[src/rtl/hb_fault_pkg.sv]
package hb_fault_pkg;
   typedef enum logic [1:0] {
      HB_OFF = 2'b00,
      HB_OC  = 2'b01,
      HB_UL  = 2'b10,
      HB_ON  = 2'b11
   } hb_st_e;

   function automatic int sw_width(input int n_ch);
      return 2 * n_ch + 4;
   endfunction
endpackage

[src/rtl/hb_dly_timer.sv]
module hb_dly_timer #(
   parameter int DLY = 4
) (
   input  logic clk,
   input  logic rst_n,
   input  logic arm,
   output logic expire
);
   generate
      if (DLY <= 1) begin : g_direct
         assign expire = arm;
      end else begin : g_count
         localparam int CW = $clog2(DLY);
         localparam logic [CW-1:0] LAST = CW'(DLY - 1);
         logic [CW-1:0] cnt_q;
         assign expire = arm && (cnt_q == LAST);
         always_ff @(posedge clk or negedge rst_n) begin
            if (!rst_n)               cnt_q <= '0;
            else if (arm && !expire)  cnt_q <= cnt_q + 1'b1;
            else                      cnt_q <= '0;
         end
      end
   endgenerate
endmodule

[src/rtl/hb_chan_fsm.sv]
module hb_chan_fsm
   import hb_fault_pkg::*;
#(
   parameter int OC_DLY = 4
) (
   input  logic   clk,
   input  logic   rst_n,
   input  logic   en,
   input  logic   oc_lvl,
   input  logic   ul_lvl,
   input  logic   ul_expire,
   input  logic   uld_shdn,
   input  logic   srst,
   output hb_st_e st,
   output logic   oc_fire,
   output logic   ul_pend,
   output logic   ul_off
);
   hb_st_e st_q, st_d;
   logic   ul_off_q;
   logic   oc_arm;

   assign oc_arm  = en && oc_lvl && (st_q == HB_ON || st_q == HB_UL);
   assign ul_pend = en && ul_lvl && (st_q == HB_ON);

   hb_dly_timer #(.DLY(OC_DLY)) u_oc_tmr (
      .clk    (clk),
      .rst_n  (rst_n),
      .arm    (oc_arm),
      .expire (oc_fire)
   );

   always_comb begin
      st_d = st_q;
      if (!en) begin
         st_d = HB_OFF;
      end else begin
         unique case (st_q)
            HB_OFF: st_d = HB_ON;
            HB_ON: begin
               if (oc_fire)                    st_d = HB_OC;
               else if (ul_expire && ul_pend)  st_d = HB_UL;
            end
            HB_UL: begin
               if (oc_fire)    st_d = HB_OC;
               else if (srst)  st_d = HB_ON;
            end
            HB_OC: if (srst) st_d = HB_ON;
            default: st_d = HB_OFF;
         endcase
      end
   end

   always_ff @(posedge clk or negedge rst_n) begin
      if (!rst_n) begin
         st_q     <= HB_OFF;
         ul_off_q <= 1'b0;
      end else begin
         st_q     <= st_d;
         ul_off_q <= (st_d == HB_UL) && ((st_q == HB_UL) ? ul_off_q : uld_shdn);
      end
   end

   assign st     = st_q;
   assign ul_off = ul_off_q;
endmodule

[src/rtl/hb_fault_status.sv]
module hb_fault_status
   import hb_fault_pkg::*;
#(
   parameter int NUM_CH = 6,
   parameter int OC_DLY = 5000,
   parameter int UL_DLY = 70000,
   localparam int SW_W  = 2 * NUM_CH + 4
) (
   input  logic              clk,
   input  logic              rst_n,
   input  logic [NUM_CH-1:0] ch_en,
   input  logic [NUM_CH-1:0] oc_lvl,
   input  logic [NUM_CH-1:0] ul_lvl,
   input  logic [NUM_CH-1:0] tsd_lvl,
   input  logic              tw_lvl,
   input  logic              uv_lvl,
   input  logic              ov_lvl,
   input  logic              uld_shdn,
   input  logic              srst,
   output logic [SW_W-1:0]   status_word,
   output logic [NUM_CH-1:0] latch_off,
   output logic              tsd_flag
);
   generate
      if (NUM_CH < 1)                    begin : g_bad_ch  $error("NUM_CH must be at least 1"); end
      if (OC_DLY < 1)                    begin : g_bad_oc  $error("OC_DLY must be at least 1"); end
      if (UL_DLY < 1)                    begin : g_bad_ul  $error("UL_DLY must be at least 1"); end
      if (SW_W != sw_width(NUM_CH))      begin : g_bad_sw  $error("status width mismatch"); end
   endgenerate

   hb_st_e            st     [NUM_CH];
   logic [NUM_CH-1:0] oc_fire, ul_pend, ul_off;
   logic [NUM_CH-1:0] tsd_lat_q;
   logic              ul_expire;
   logic              oc_flag_q, ul_flag_q, tsd_flag_q, psf_q, tw_q;

   hb_dly_timer #(.DLY(UL_DLY)) u_ul_tmr (
      .clk    (clk),
      .rst_n  (rst_n),
      .arm    (|ul_pend),
      .expire (ul_expire)
   );

   generate
      for (genvar i = 0; i < NUM_CH; i++) begin : g_ch
         hb_chan_fsm #(.OC_DLY(OC_DLY)) u_fsm (
            .clk       (clk),
            .rst_n     (rst_n),
            .en        (ch_en[i]),
            .oc_lvl    (oc_lvl[i]),
            .ul_lvl    (ul_lvl[i]),
            .ul_expire (ul_expire),
            .uld_shdn  (uld_shdn),
            .srst      (srst),
            .st        (st[i]),
            .oc_fire   (oc_fire[i]),
            .ul_pend   (ul_pend[i]),
            .ul_off    (ul_off[i])
         );
      end
   endgenerate

   always_ff @(posedge clk or negedge rst_n) begin
      if (!rst_n) begin
         oc_flag_q  <= 1'b0;
         ul_flag_q  <= 1'b0;
         tsd_flag_q <= 1'b0;
         tsd_lat_q  <= '0;
         psf_q      <= 1'b0;
         tw_q       <= 1'b0;
      end else begin
         oc_flag_q  <= (|oc_fire) || (oc_flag_q && !srst);
         ul_flag_q  <= (ul_expire && |ul_pend) || (ul_flag_q && !srst);
         tsd_flag_q <= (|tsd_lvl) || (tsd_flag_q && !srst);
         tsd_lat_q  <= tsd_lvl | (tsd_lat_q & {NUM_CH{!srst}});
         psf_q      <= uv_lvl || ov_lvl;
         tw_q       <= tw_lvl;
      end
   end

   always_comb begin
      status_word         = '0;
      status_word[SW_W-1] = oc_flag_q;
      status_word[SW_W-2] = psf_q;
      status_word[SW_W-3] = ul_flag_q;
      for (int i = 0; i < NUM_CH; i++) begin
         status_word[2*i+1 +: 2] = st[i];
         latch_off[i] = (st[i] == HB_OC) || ul_off[i] || tsd_lat_q[i];
      end
      status_word[0] = tw_q;
   end

   assign tsd_flag = tsd_flag_q;
endmodule

[config.mk]
export PLATFORM = sky130hd
export DESIGN_NAME = hb_fault_status
export DESIGN_NICKNAME = d
export VERILOG_FILES = /design/src/rtl/hb_fault_pkg.sv /design/src/rtl/hb_dly_timer.sv /design/src/rtl/hb_chan_fsm.sv /design/src/rtl/hb_fault_status.sv
export SDC_FILE = /design/constraint.sdc
export NUM_CORES = 1
export LEC_CHECK = 0
export BUFFER_PORTS_ARGS = -buffer_cell sky130_fd_sc_hd__buf_2
export CAP_MARGIN = 15
export CORE_ASPECT_RATIO = 1.1
export CORE_MARGIN = 10
export CORE_UTILIZATION = 60
export DETAILED_ROUTE_END_ITERATION = 7
export PLACE_DENSITY = 0.92
export SYNTH_ARGS = -nofsm -noshare
export SYNTH_HDL_FRONTEND = slang
export SYNTH_HIERARCHICAL = 1
export SYNTH_SLANG_ARGS = --single-unit
[constraint.sdc]
create_clock -name clk -period 2.3 [get_ports clk]
set_clock_uncertainty 0.05 [all_clocks]
set_input_delay 0.23 -clock clk [delete_from_list [all_inputs] [get_ports clk]]
set_output_delay 0.23 -clock clk [all_outputs]
set_load 0.05 [all_outputs]
==> impl_metrics.xml, run 1 <==
<?xml version="1.0" encoding="UTF-8"?>
<metrics>
  <group name="routing">
    <metric name="detail_route.iter0.violations" unit="">447</metric>
    <metric name="route.vias.total" unit="">5528</metric>
    <metric name="detailroute.wirelength.met2" unit="mm">8.363</metric>
    <metric name="routed-wl-met3" unit="mm">1.216</metric>
    <metric name="remaining_drc_errors" unit="">0</metric>
    <metric name="avgViaCountPerCell" unit="">6.398</metric>
    <metric name="routed_wl" unit="mm">16.67</metric>
    <metric name="firstDrtPassIters" unit="">5</metric>
    <metric name="highest-signal-layer" unit="">met4</metric>
    <metric name="drt-wirelength-per-cell" unit="um">19.30</metric>
    <metric name="drtAntennaViolNets" unit="">0</metric>
    <metric name="m1WireLength" unit="mm">6.466</metric>
  </group>
  <group name="sta">
    <metric name="timing.setup.tns" unit="ps">0</metric>
    <metric name="timing.final.crit_share" unit="">0.9648</metric>
    <metric name="rsz0062_at_grt" unit="">false</metric>
    <metric name="hold_slack" unit="ps">66.92</metric>
    <metric name="worst_pin_slew" unit="ps">749.3</metric>
    <metric name="finalSetupViolCount" unit="">0</metric>
    <metric name="finalHoldViolCount" unit="">0</metric>
    <metric name="slew_violations" unit="">0</metric>
    <metric name="final.min_clock_period" unit="ps">2219</metric>
    <metric name="achievable-frequency" unit="MHz">450.6</metric>
    <metric name="post-route-worst-setup-slack" unit="ps">80.93</metric>
    <metric name="slew-limit-headroom" unit="">0.4959</metric>
  </group>
  <group name="worst_setup_path">
    <metric name="path_class" unit="">reg2reg</metric>
    <metric name="end_kind" unit="">flip-flop</metric>
    <metric name="cp_top_family" unit="">simple AND/OR/NAND/NOR gates</metric>
    <metric name="cpPeakStageDelay" unit="ps">550</metric>
    <metric name="path_cells" unit="">or4b_4 -&gt; nor4_4 -&gt; and2_4 -&gt; and4b_1 -&gt; a211oi_2 -&gt; nor3b_2</metric>
    <metric name="arrival" unit="ps">2470</metric>
    <metric name="r2r_start" unit="">g_ch[5].u_fsm/u_oc_tmr/g_count.cnt_q[4]</metric>
    <metric name="r2r_end" unit="">g_ch[5].u_fsm/ul_off</metric>
    <metric name="worst-r2r-setup-slack" unit="ps">80</metric>
    <metric name="start_kind" unit="">flip-flop</metric>
    <metric name="critical_path_required" unit="ps">2550</metric>
    <metric name="cp_max_fo" unit="">5</metric>
    <metric name="critical_path.slowest_cell" unit="">sky130_fd_sc_hd__or4b_4</metric>
    <metric name="worstRegToRegCells" unit="">6</metric>
    <metric name="path_buf_inv" unit="">0</metric>
  </group>
  <group name="global_routing">
    <metric name="grt_pass1_vias" unit="">5688</metric>
    <metric name="grt_remaining_overflow" unit="">0</metric>
    <metric name="number_of_antenna_violations_at_the_first_check_in_global_routing" unit="">0</metric>
    <metric name="grt_start_max_net_pins" unit="">55</metric>
    <metric name="grt_pass1_wl" unit="mm">27.65</metric>
    <metric name="grtUsageTotal" unit="">0.2209</metric>
  </group>
  <group name="floorplanning">
    <metric name="fp.dieArea" unit="um^2">15330</metric>
    <metric name="initial_utilization" unit="">0.6192</metric>
    <metric name="die-width" unit="um">119.0</metric>
    <metric name="core_area" unit="um^2">10440</metric>
    <metric name="dieHeight" unit="um">128.9</metric>
    <metric name="rows" unit="">39</metric>
    <metric name="boundaryPins" unit="">54</metric>
  </group>
  <group name="final_layout">
    <metric name="fillerInstances" unit="">719</metric>
    <metric name="utilization" unit="">0.7407</metric>
    <metric name="antennaDiodeCount" unit="">0</metric>
    <metric name="layout-drive-gt1-share" unit="">0.2288</metric>
    <metric name="ff_latch_area" unit="um^2">3105</metric>
    <metric name="final_net_count" unit="">746</metric>
    <metric name="areaGrowthSynthToFinish" unit="%">19.62</metric>
    <metric name="area_taken_by_multi_input_logic_gates" unit="um^2">3174</metric>
  </group>
  <group name="placement">
    <metric name="rd_place_congestion" unit="">0.8347</metric>
    <metric name="worst_case_setup_slack_after_placement" unit="ps">85.23</metric>
    <metric name="place.port_buffers" unit="">53</metric>
    <metric name="hpwlAfterDp" unit="mm">10.94</metric>
  </group>
  <group name="logic_synthesis">
    <metric name="count_of_flip_flops_with_a_built_in_enable_after_synthesis" unit="">0</metric>
    <metric name="synth.cell_area" unit="um^2">6466</metric>
    <metric name="ys.warnings.count" unit="">6</metric>
    <metric name="syn_area_per_cell" unit="um^2">10.51</metric>
    <metric name="synth_flop_cell" unit="">sky130_fd_sc_hd__dfrtp_1</metric>
    <metric name="synth.yosys.seq_area_share" unit="">0.4799</metric>
    <metric name="synth.ff_latch_count" unit="">124</metric>
    <metric name="postSynthNetCount" unit="">653</metric>
    <metric name="ys_async_sr_fraction" unit="">1.000</metric>
    <metric name="synth_cell_type_count" unit="">38</metric>
    <metric name="postSynthCellCount" unit="">615</metric>
  </group>
  <group name="clocking">
    <metric name="numCtsBuffers" unit="">17</metric>
    <metric name="tritoncts" unit="">built</metric>
    <metric name="worst_setup_hold_path_clk_slew" unit="ps">60</metric>
    <metric name="maximum_count_of_clock_buffers_along_a_single_path" unit="">2</metric>
    <metric name="number_of_sinks_driven_by_the_clock_tree" unit="">124</metric>
    <metric name="clock_latency_reported_for_the_late_side_of_the_worst_skew_pair" unit="ps">420</metric>
    <metric name="cts_max_level" unit="">4</metric>
    <metric name="cts_root_buffer_type" unit="">sky130_fd_sc_hd__clkbuf_16</metric>
  </group>
  <group name="min_path">
    <metric name="hold_depth" unit="">3</metric>
    <metric name="min-delay-path-class" unit="">in2reg</metric>
    <metric name="worst_hold_startpoint" unit="">ch_en[2]</metric>
    <metric name="worst_hold_path.endpoint" unit="">g_ch[2].u_fsm/st[0]</metric>
  </group>
  <group name="power_and_ir_drop">
    <metric name="p_per_area" unit="nW/um^2">695.9</metric>
    <metric name="power" unit="uW">5383</metric>
    <metric name="standby_leakage_power" unit="uW">0.003151</metric>
    <metric name="worst_ir_drop_on_vdd" unit="V">0.0004716</metric>
  </group>
  <group name="run_status">
    <metric name="status" unit="">complete, no violations</metric>
  </group>
  <group name="flow_run">
    <metric name="cap_viol_max_count" unit="">0</metric>
  </group>
</metrics>
## through the flow
step                cell area [um^2]  cells
global route                    7735    864
CTS                             7670    862
detailed placement              6970    820
floorplan                       6466    615
global placement                6970    820
finish                          7735    864
## cell usage after synthesis, types with 23 or more instances
cell type | number | area, um^2
sky130_fd_sc_hd__a21oi_1 | 49 | 245.2
sky130_fd_sc_hd__dfrtp_1 | 124 | 3103
sky130_fd_sc_hd__inv_1 | 32 | 120.1
sky130_fd_sc_hd__nand2_1 | 27 | 101.4
sky130_fd_sc_hd__nand3_1 | 30 | 150.1
sky130_fd_sc_hd__nand4_1 | 23 | 143.9
sky130_fd_sc_hd__nor2_1 | 50 | 187.7
sky130_fd_sc_hd__o21ai_0 | 31 | 155.2
sky130_fd_sc_hd__o31ai_1 | 24 | 180.2
sky130_fd_sc_hd__or3_1 | 25 | 156.4
sky130_fd_sc_hd__or4_1 | 24 | 180.2
## worst max path at each step
stage,cells past startpoint,to,startpoint,slack (ps)
2_1_floorplan,2,latch_off[0],g_ch[0].u_fsm/st[0],160
3_3_place_gp,6,g_ch[0].u_fsm/ul_off,g_ch[0].u_fsm/u_oc_tmr/g_count.cnt_q[3],200
3_5_place_dp,6,g_ch[5].u_fsm/ul_off,g_ch[5].u_fsm/u_oc_tmr/g_count.cnt_q[3],90
4_1_cts,7,g_ch[5].u_fsm/ul_off,g_ch[5].u_fsm/u_oc_tmr/g_count.cnt_q[3],3
5_1_grt,6,g_ch[5].u_fsm/ul_off,g_ch[5].u_fsm/u_oc_tmr/g_count.cnt_q[4],8
6_report,6,g_ch[5].u_fsm/ul_off,g_ch[5].u_fsm/u_oc_tmr/g_count.cnt_q[4],80
## tightest hold or removal path: stages
cell,delay [ps]
sky130_fd_sc_hd__buf_2,120
sky130_fd_sc_hd__inv_1,90
sky130_fd_sc_hd__a211oi_2,50
## cells by family after synthesis
logic type                 after synthesis  share of synthesized area
muxes                                    6                   0.009288
xor gates and xnor gates                32                    0.04334
AOI/OAI and AO/OA                      132                     0.1534
and+or+nand+nor                        269                     0.2639
buffers and inverters                   45                    0.03657
DFF                                    124                     0.4799
adders and majority gates                7                    0.01354
## power breakdown
part / switching (uW) / internal (uW) / total [uW]
clock: 1010 / 1700 / 2710
combinational: 271 / 137 / 408
sequential: 45.8 / 2220 / 2270
## flip-flops by register name (all words and copies together) (netlist names)
name / flops
tsd_flag: 1
g_ch.u_fsm/u_oc_tmr/g_count.cnt_q: 78
g_ch.u_fsm/st: 12
tsd_lat_q: 6
ul_flag_q: 1
tw_q: 1
g_ch.u_fsm/ul_off: 6
psf_q: 1
oc_flag_q: 1
u_ul_tmr/g_count.cnt_q: 17
## cells in the final DEF (no fill, tap or decap), types with 5 or more instances in the layout
master,n
sky130_fd_sc_hd__or4b_4,7
sky130_fd_sc_hd__nor4b_2,6
sky130_fd_sc_hd__or4b_1,6
sky130_fd_sc_hd__or3_1,25
sky130_fd_sc_hd__xor2_1,16
sky130_fd_sc_hd__and2b_2,6
sky130_fd_sc_hd__xnor2_1,16
sky130_fd_sc_hd__mux2i_1,6
sky130_fd_sc_hd__a211oi_2,12
sky130_fd_sc_hd__buf_4,23
sky130_fd_sc_hd__clkbuf_16,17
sky130_fd_sc_hd__o41ai_4,7
sky130_fd_sc_hd__or4_1,24
sky130_fd_sc_hd__nor4_1,9
sky130_fd_sc_hd__nand2_1,26
sky130_fd_sc_hd__nor3b_1,6
sky130_fd_sc_hd__ha_1,7
sky130_fd_sc_hd__buf_2,52
sky130_fd_sc_hd__inv_1,32
sky130_fd_sc_hd__clkinv_2,5
sky130_fd_sc_hd__and2_1,12
sky130_fd_sc_hd__and4b_1,6
sky130_fd_sc_hd__nand3_1,30
sky130_fd_sc_hd__a21o_1,6
sky130_fd_sc_hd__o21ai_0,31
sky130_fd_sc_hd__and4_1,6
sky130_fd_sc_hd__nor3b_2,6
sky130_fd_sc_hd__nor2_1,50
sky130_fd_sc_hd__nand4_1,23
sky130_fd_sc_hd__o31ai_1,24
sky130_fd_sc_hd__and3_1,6
sky130_fd_sc_hd__a21oi_1,49
sky130_fd_sc_hd__dfrtp_1,122
sky130_fd_sc_hd__dlygate4sd3_1,10
## area by class of cell
cell class,instances,area share
multi-input combinational,446,0.4104
sequential,124,0.4015
clock buffer,17,0.05500
tap,143,0.02313
inverter,33,0.01601
timing repair buffer,86,0.07150
clock inverter,15,0.02248
## routing by layer
layer	vias to the layer above	global-route usage
met5	-	0
met4	0	0.1308
met3	60	0.06168
met2	267	0.3683
met1	2702	0.2502
li1	2499	-
## repair_timing
action                                 CTS  global route
gates resized for setup                  0            11
endpoints found under the hold margin   29             0
hold buffers                            10             0
setup buffers                            0             2
pin swaps                                1             6
setup endpoints to repair                1             9
(Power assumes the default switching activity.)
==> run 2, diff against run 1 <==
Settings changed: CORE_MARGIN 10 to not set, SETUP_SLACK_MARGIN set to 0.3.
==> run 2 against run 1 <==
  * Power about the same
  * First-iteration DRC count increased by 18%
  * Design area increased by 5.8%
  * Critical endpoint is now g_ch[0].u_fsm/ul_off
  * Critical path type unchanged
  * Combinational power increased by 4%
  * Fmax increased by 2.8%
  * Core utilization increased by 4.3 points
==> impl_metrics.xml, run 2 (synthesized netlist as in run 1, its figures left out) <==
<?xml version="1.0" encoding="UTF-8"?>
<metrics>
  <group name="sta">
    <metric name="hold_slack" unit="ps">44.03</metric>
    <metric name="rsz0062_at_grt" unit="">true</metric>
    <metric name="timing.final.crit_share" unit="">0.9386</metric>
    <metric name="slew-limit-headroom" unit="">0.6238</metric>
    <metric name="timing.setup.tns" unit="ps">0</metric>
    <metric name="achievable-frequency" unit="MHz">463.2</metric>
    <metric name="final.min_clock_period" unit="ps">2159</metric>
    <metric name="post-route-worst-setup-slack" unit="ps">141.3</metric>
    <metric name="finalHoldViolCount" unit="">0</metric>
    <metric name="slew_violations" unit="">0</metric>
    <metric name="worst_pin_slew" unit="ps">559.1</metric>
    <metric name="finalSetupViolCount" unit="">0</metric>
  </group>
  <group name="routing">
    <metric name="drt-wirelength-per-cell" unit="um">19.27</metric>
    <metric name="routed-wl-met3" unit="um">994</metric>
    <metric name="route.vias.total" unit="">5817</metric>
    <metric name="drtAntennaViolNets" unit="">0</metric>
    <metric name="firstDrtPassIters" unit="">5</metric>
    <metric name="detail_route.iter0.violations" unit="">526</metric>
    <metric name="remaining_drc_errors" unit="">0</metric>
    <metric name="highest-signal-layer" unit="">met4</metric>
    <metric name="detailroute.wirelength.met2" unit="mm">9.149</metric>
    <metric name="avgViaCountPerCell" unit="">6.371</metric>
    <metric name="routed_wl" unit="mm">17.59</metric>
    <metric name="m1WireLength" unit="mm">6.757</metric>
  </group>
  <group name="placement">
    <metric name="rd_place_congestion" unit="">0.8739</metric>
    <metric name="place_area" unit="um^2">6934</metric>
    <metric name="hpwlAfterDp" unit="mm">10.46</metric>
    <metric name="worst_case_setup_slack_after_placement" unit="ps">81.79</metric>
    <metric name="place.port_buffers" unit="">53</metric>
  </group>
  <group name="worst_setup_path">
    <metric name="start_kind" unit="">flip-flop</metric>
    <metric name="worstRegToRegCells" unit="">6</metric>
    <metric name="arrival" unit="ps">2410</metric>
    <metric name="path_buf_inv" unit="">0</metric>
    <metric name="critical_path_required" unit="ps">2550</metric>
    <metric name="cp_top_family" unit="">simple AND/OR/NAND/NOR gates</metric>
    <metric name="cpPeakStageDelay" unit="ps">550</metric>
    <metric name="end_kind" unit="">flip-flop</metric>
    <metric name="path_cells" unit="">or4b_4 -&gt; nor4_1 -&gt; and2_1 -&gt; and4b_1 -&gt; a211oi_2 -&gt; nor3b_2</metric>
    <metric name="cp_max_fo" unit="">3</metric>
    <metric name="critical_path.slowest_cell" unit="">sky130_fd_sc_hd__or4b_4</metric>
    <metric name="r2r_end" unit="">g_ch[0].u_fsm/ul_off</metric>
    <metric name="path_class" unit="">reg2reg</metric>
    <metric name="r2r_start" unit="">g_ch[0].u_fsm/u_oc_tmr/g_count.cnt_q[6]</metric>
    <metric name="worst-r2r-setup-slack" unit="ps">140</metric>
  </group>
  <group name="final_layout">
    <metric name="final_net_count" unit="">796</metric>
    <metric name="largest_register_ff_count" unit="">78</metric>
    <metric name="antennaDiodeCount" unit="">0</metric>
    <metric name="areaGrowthSynthToFinish" unit="%">26.57</metric>
    <metric name="layout_common_cells" unit="">sky130_fd_sc_hd__dfrtp_1, sky130_fd_sc_hd__buf_4, sky130_fd_sc_hd__buf_2</metric>
    <metric name="largest_register" unit="">g_ch.u_fsm/u_oc_tmr/g_count.cnt_q</metric>
    <metric name="layout-drive-gt1-share" unit="">0.2896</metric>
    <metric name="final_common_cell" unit="">sky130_fd_sc_hd__dfrtp_1</metric>
    <metric name="final_design_area_no_fill" unit="um^2">8184</metric>
  </group>
  <group name="min_path">
    <metric name="worst_hold_path.endpoint" unit="">tsd_lat_q[0]</metric>
    <metric name="hold_depth" unit="">2</metric>
    <metric name="min-delay-path-class" unit="">in2reg</metric>
    <metric name="worst_hold_startpoint" unit="">tsd_lvl[0]</metric>
  </group>
  <group name="power_and_ir_drop">
    <metric name="pwr-share-clk" unit="">0.499</metric>
    <metric name="standby_leakage_power" unit="uW">0.003491</metric>
    <metric name="worst_ir_drop_on_vdd" unit="V">0.0006138</metric>
    <metric name="p_per_area" unit="nW/um^2">657.2</metric>
    <metric name="power.switching_fraction" unit="">0.2330</metric>
    <metric name="net-switching-power" unit="uW">1253</metric>
    <metric name="power_report.internal_total" unit="uW">4125</metric>
    <metric name="power" unit="uW">5378</metric>
    <metric name="power.combinational.fraction" unit="">0.079</metric>
    <metric name="share_seq_of_total_power" unit="">0.422</metric>
  </group>
  <group name="floorplanning">
    <metric name="fp.dieArea" unit="um^2">11200</metric>
    <metric name="die-width" unit="um">101.0</metric>
    <metric name="boundaryPins" unit="">54</metric>
    <metric name="dieHeight" unit="um">110.9</metric>
    <metric name="rows" unit="">39</metric>
    <metric name="core_area" unit="um^2">10440</metric>
    <metric name="initial_utilization" unit="">0.6192</metric>
  </group>
  <group name="clocking">
    <metric name="worst_setup_hold_path_clk_slew" unit="ps">50</metric>
    <metric name="clock_latency_reported_for_the_late_side_of_the_worst_skew_pair" unit="ps">420</metric>
    <metric name="number_of_sinks_driven_by_the_clock_tree" unit="">124</metric>
    <metric name="numCtsBuffers" unit="">17</metric>
    <metric name="cts_root_buffer_type" unit="">sky130_fd_sc_hd__clkbuf_16</metric>
    <metric name="cts_max_level" unit="">4</metric>
    <metric name="maximum_count_of_clock_buffers_along_a_single_path" unit="">2</metric>
    <metric name="tritoncts" unit="">built</metric>
  </group>
  <group name="global_routing">
    <metric name="grt_remaining_overflow" unit="">0</metric>
    <metric name="grtUsageTotal" unit="">0.3138</metric>
    <metric name="number_of_antenna_violations_at_the_first_check_in_global_routing" unit="">0</metric>
    <metric name="grt_pass1_vias" unit="">5707</metric>
    <metric name="grt_start_max_net_pins" unit="">74</metric>
    <metric name="grt_pass1_wl" unit="mm">26.96</metric>
  </group>
  <group name="run_status">
    <metric name="status" unit="">complete, no violations</metric>
  </group>
  <group name="flow_run">
    <metric name="cap_viol_max_count" unit="">0</metric>
  </group>
</metrics>
run 2: cell types whose count changed in the layout (fill, tap and decap cells not counted), moves of 6 or more:
cell,delta
sky130_fd_sc_hd__clkbuf_8,+6
sky130_fd_sc_hd__or4b_4,+6
sky130_fd_sc_hd__o21ai_0,-6
sky130_fd_sc_hd__or4b_1,-6
sky130_fd_sc_hd__buf_4,+50
sky130_fd_sc_hd__o21ai_1,+6
run 2: cell type report:
cell class	instances	area [um^2]
sequential	124	3105
clock inverter	6	82.58
tap	143	178.9
timing repair buffer	136	929.6
fill	578	2258
clock buffer	25	515.5
multi-input combinational	446	3248
inverter	33	123.9
run 2: timing repair:
action / 4_1_cts / 5_1_grt
endpoints found under the setup margin: 14 / 53
hold endpoints to repair: 37 / 0
gates cloned: 0 / 0
pin swaps: 29 / 22
setup buffers: 27 / 31
hold buffers: 9 / 0
resized for setup: 18 / 9
run 2: power by group through the flow:
stage | clock (uW) | sequential, uW | combinational (uW)
floorplan | 0 | 2350 | 183
global placement | 0 | 2300 | 371
detailed placement | 0 | 2300 | 385
CTS | 2710 | 2270 | 400
global route | 2810 | 2270 | 449
finish | 2680 | 2270 | 424
run 2: routing by layer:
layer | vias to the layer above | global-route usage
li1 | 2593 | -
met1 | 2856 | 0.3632
met2 | 292 | 0.5347
met3 | 76 | 0.07629
met4 | 0 | 0.1614
met5 | - | 0
run 2: metrics by stage:
stage,cells,utilization
floorplan,615,-
global placement,815,0.6640
detailed placement,815,0.6640
CTS,882,0.7562
global route,913,0.7837
finish,913,0.7837
run 2: how the worst max path moves through the flow:
stage          cells past startpoint                                startpoint                    to
6_report                           6   g_ch[0].u_fsm/u_oc_tmr/g_count.cnt_q[6]  g_ch[0].u_fsm/ul_off
5_1_grt                            7   g_ch[4].u_fsm/u_oc_tmr/g_count.cnt_q[4]  g_ch[4].u_fsm/ul_off
4_1_cts                            6   g_ch[3].u_fsm/u_oc_tmr/g_count.cnt_q[6]  g_ch[3].u_fsm/ul_off
3_5_place_dp                       6  g_ch[2].u_fsm/u_oc_tmr/g_count.cnt_q[11]  g_ch[2].u_fsm/ul_off
3_3_place_gp                       5                u_ul_tmr/g_count.cnt_q[10]  g_ch[0].u_fsm/ul_off
2_1_floorplan                      6  g_ch[2].u_fsm/u_oc_tmr/g_count.cnt_q[11]  g_ch[2].u_fsm/ul_off
==> run 3, diff against run 2 <==
Clock period 2.3 ns to 2.45 ns, I/O delays scaled along.
==> run 3 against run 2 <==
  * Routed wire length grew 1.3%
  * Highest routed layer unchanged
  * Sequential cell count is the same
  * Critical path type unchanged
  * Die area unchanged
  * Power fell by 9.4%
  * Critical endpoint is now g_ch[5].u_fsm/ul_off
==> impl_metrics.xml, run 3 (synthesized netlist as in run 1, its figures left out) <==
<?xml version="1.0" encoding="UTF-8"?>
<metrics>
  <group name="run_status">
    <metric name="status" unit="">complete, no violations</metric>
  </group>
  <group name="worst_setup_path">
    <metric name="path_cells" unit="">or4b_4 -&gt; nor4_4 -&gt; and2_4 -&gt; and4b_1 -&gt; a211oi_2 -&gt; nor3b_2</metric>
    <metric name="arrival" unit="ps">2490</metric>
    <metric name="critical_path.slowest_cell" unit="">sky130_fd_sc_hd__or4b_4</metric>
    <metric name="worst-r2r-setup-slack" unit="ps">210</metric>
    <metric name="cpPeakStageDelay" unit="ps">560</metric>
    <metric name="cp_max_fo" unit="">3</metric>
    <metric name="critical_path_required" unit="ps">2700</metric>
    <metric name="start_kind" unit="">flip-flop</metric>
    <metric name="path_class" unit="">reg2reg</metric>
    <metric name="end_kind" unit="">flip-flop</metric>
  </group>
  <group name="placement">
    <metric name="place.port_buffers" unit="">53</metric>
    <metric name="hpwlAfterDp" unit="mm">9.953</metric>
    <metric name="rd_place_congestion" unit="">0.8549</metric>
    <metric name="dp_cells" unit="">809</metric>
    <metric name="place_area" unit="um^2">6888</metric>
  </group>
  <group name="global_routing">
    <metric name="grt_remaining_overflow" unit="">0</metric>
    <metric name="grtUsageTotal" unit="">0.3194</metric>
    <metric name="number_of_antenna_violations_at_the_first_check_in_global_routing" unit="">0</metric>
    <metric name="grt_pass1_wl" unit="mm">27.37</metric>
    <metric name="grt_start_max_net_pins" unit="">54</metric>
    <metric name="grt_pass1_vias" unit="">5569</metric>
  </group>
  <group name="clocking">
    <metric name="tritoncts" unit="">built</metric>
    <metric name="number_of_sinks_driven_by_the_clock_tree" unit="">124</metric>
    <metric name="worst_setup_hold_path_clk_slew" unit="ps">60</metric>
    <metric name="cts_max_level" unit="">4</metric>
    <metric name="clock_latency_reported_for_the_late_side_of_the_worst_skew_pair" unit="ps">420</metric>
    <metric name="cts_root_buffer_type" unit="">sky130_fd_sc_hd__clkbuf_16</metric>
    <metric name="maximum_count_of_clock_buffers_along_a_single_path" unit="">2</metric>
    <metric name="numCtsBuffers" unit="">17</metric>
  </group>
  <group name="power_and_ir_drop">
    <metric name="power" unit="uW">4872</metric>
    <metric name="standby_leakage_power" unit="uW">0.003264</metric>
    <metric name="p_per_area" unit="nW/um^2">623.2</metric>
    <metric name="worst_ir_drop_on_vdd" unit="V">0.0005302</metric>
  </group>
  <group name="final_layout">
    <metric name="final_design_area_no_fill" unit="um^2">7818</metric>
    <metric name="layout_common_cells" unit="">sky130_fd_sc_hd__dfrtp_1, sky130_fd_sc_hd__buf_2, sky130_fd_sc_hd__nor2_1</metric>
    <metric name="instances_no_fill" unit="">872</metric>
    <metric name="utilization" unit="">0.7486</metric>
    <metric name="final_common_cell" unit="">sky130_fd_sc_hd__dfrtp_1</metric>
    <metric name="final_net_count" unit="">755</metric>
    <metric name="largest_register_ff_count" unit="">78</metric>
    <metric name="largest_register" unit="">g_ch.u_fsm/u_oc_tmr/g_count.cnt_q</metric>
    <metric name="areaGrowthSynthToFinish" unit="%">20.90</metric>
    <metric name="layout-drive-gt1-share" unit="">0.2524</metric>
    <metric name="antennaDiodeCount" unit="">0</metric>
  </group>
  <group name="sta">
    <metric name="slew-limit-headroom" unit="">0.5075</metric>
    <metric name="timing.final.crit_share" unit="">0.9161</metric>
    <metric name="finalSetupViolCount" unit="">0</metric>
    <metric name="rsz0062_at_grt" unit="">true</metric>
    <metric name="worst_pin_slew" unit="ps">736.2</metric>
    <metric name="achievable-frequency" unit="MHz">445.5</metric>
    <metric name="slew_violations" unit="">0</metric>
    <metric name="final.min_clock_period" unit="ps">2245</metric>
    <metric name="timing.setup.tns" unit="ps">0</metric>
    <metric name="finalHoldViolCount" unit="">0</metric>
  </group>
  <group name="routing">
    <metric name="drtAntennaViolNets" unit="">0</metric>
    <metric name="routed_wl" unit="mm">17.82</metric>
    <metric name="route.vias.total" unit="">5810</metric>
    <metric name="firstDrtPassIters" unit="">6</metric>
    <metric name="drt-wirelength-per-cell" unit="um">20.43</metric>
    <metric name="detail_route.iter0.violations" unit="">509</metric>
    <metric name="remaining_drc_errors" unit="">0</metric>
    <metric name="avgViaCountPerCell" unit="">6.663</metric>
  </group>
  <group name="floorplanning">
    <metric name="core_area" unit="um^2">10440</metric>
    <metric name="fp.dieArea" unit="um^2">11200</metric>
    <metric name="die-width" unit="um">101.0</metric>
    <metric name="rows" unit="">39</metric>
    <metric name="boundaryPins" unit="">54</metric>
    <metric name="dieHeight" unit="um">110.9</metric>
    <metric name="initial_utilization" unit="">0.6192</metric>
  </group>
  <group name="flow_run">
    <metric name="cap_viol_max_count" unit="">0</metric>
  </group>
  <group name="min_path">
    <metric name="min-delay-path-class" unit="">in2reg</metric>
  </group>
</metrics>
-- run 3: final timing paths --
check | startpoint | endpoint | cells after the start
setup reg to reg | g_ch[5].u_fsm/u_oc_tmr/g_count.cnt_q[4] | g_ch[5].u_fsm/ul_off | 6
max in group asynchronous | rst_n | g_ch[2].u_fsm/u_oc_tmr/g_count.cnt_q[9] | 3
hold / removal | tsd_lvl[5] | tsd_lat_q[5] | 2
hold reg to reg | g_ch[4].u_fsm/u_oc_tmr/g_count.cnt_q[0] | g_ch[4].u_fsm/u_oc_tmr/g_count.cnt_q[0] | 1
setup / recovery | g_ch[5].u_fsm/u_oc_tmr/g_count.cnt_q[4] | g_ch[5].u_fsm/ul_off | 6
min in group asynchronous | rst_n | g_ch[1].u_fsm/u_oc_tmr/g_count.cnt_q[2] | 2
-- run 3: repair_timing --
| action | CTS | global route |
|---|---|---|
| setup endpoints to repair | 11 | 13 |
| hold buffers | 7 | 0 |
| endpoints found under the hold margin | 37 | 0 |
| resized for setup | 17 | 12 |
| pin swaps | 10 | 20 |
| setup buffers | 5 | 20 |
-- run 3: layout make-up --
| class | instances | area, um^2 |
|---|---|---|
| clock inverter | 8 | 67.56 |
| timing repair buffer | 95 | 613.1 |
| clock buffer | 23 | 478.0 |
| fill | 660 | 2625 |
| multi-input combinational | 446 | 3252 |
| inverter | 33 | 123.9 |
| sequential | 124 | 3104 |
| tap | 143 | 178.9 |
-- run 3: report_power, final --
part | internal [uW] | total (uW) | switching, uW
Sequential | 2080 | 2130 | 42.9
Combinational | 121 | 378 | 257
Clock | 1460 | 2370 | 909
-- run 3: metrics by stage --
stage | hold WS, ps | setup WS, ps
3_3_place_gp | 180.4 | 233.5
6_report | 10.24 | 205.5
3_5_place_dp | 191.1 | 157.4
2_1_floorplan | -100.6 | 351.8
4_1_cts | 9.433 | 285.5
5_1_grt | 19.60 | 140.1
-- run 3: layer usage --
| layer | part of all wire | wire length (um) | GRT usage |
|---|---|---|---|
| met5 | 0 | 0 | 0 |
| met1 | 0.37 | 6640 | 0.3896 |
| met3 | 0.074 | 1320 | 0.06368 |
| met2 | 0.50 | 8900 | 0.5215 |
| met4 | 0.054 | 956 | 0.1894 |
-- run 3: worst max-delay path: cells and delay by family (launching register included) --
family	cells	cell delay (ps)
AOI/OAI and AO/OA	1	310
DFF	1	390
and+or+nand+nor	5	1360
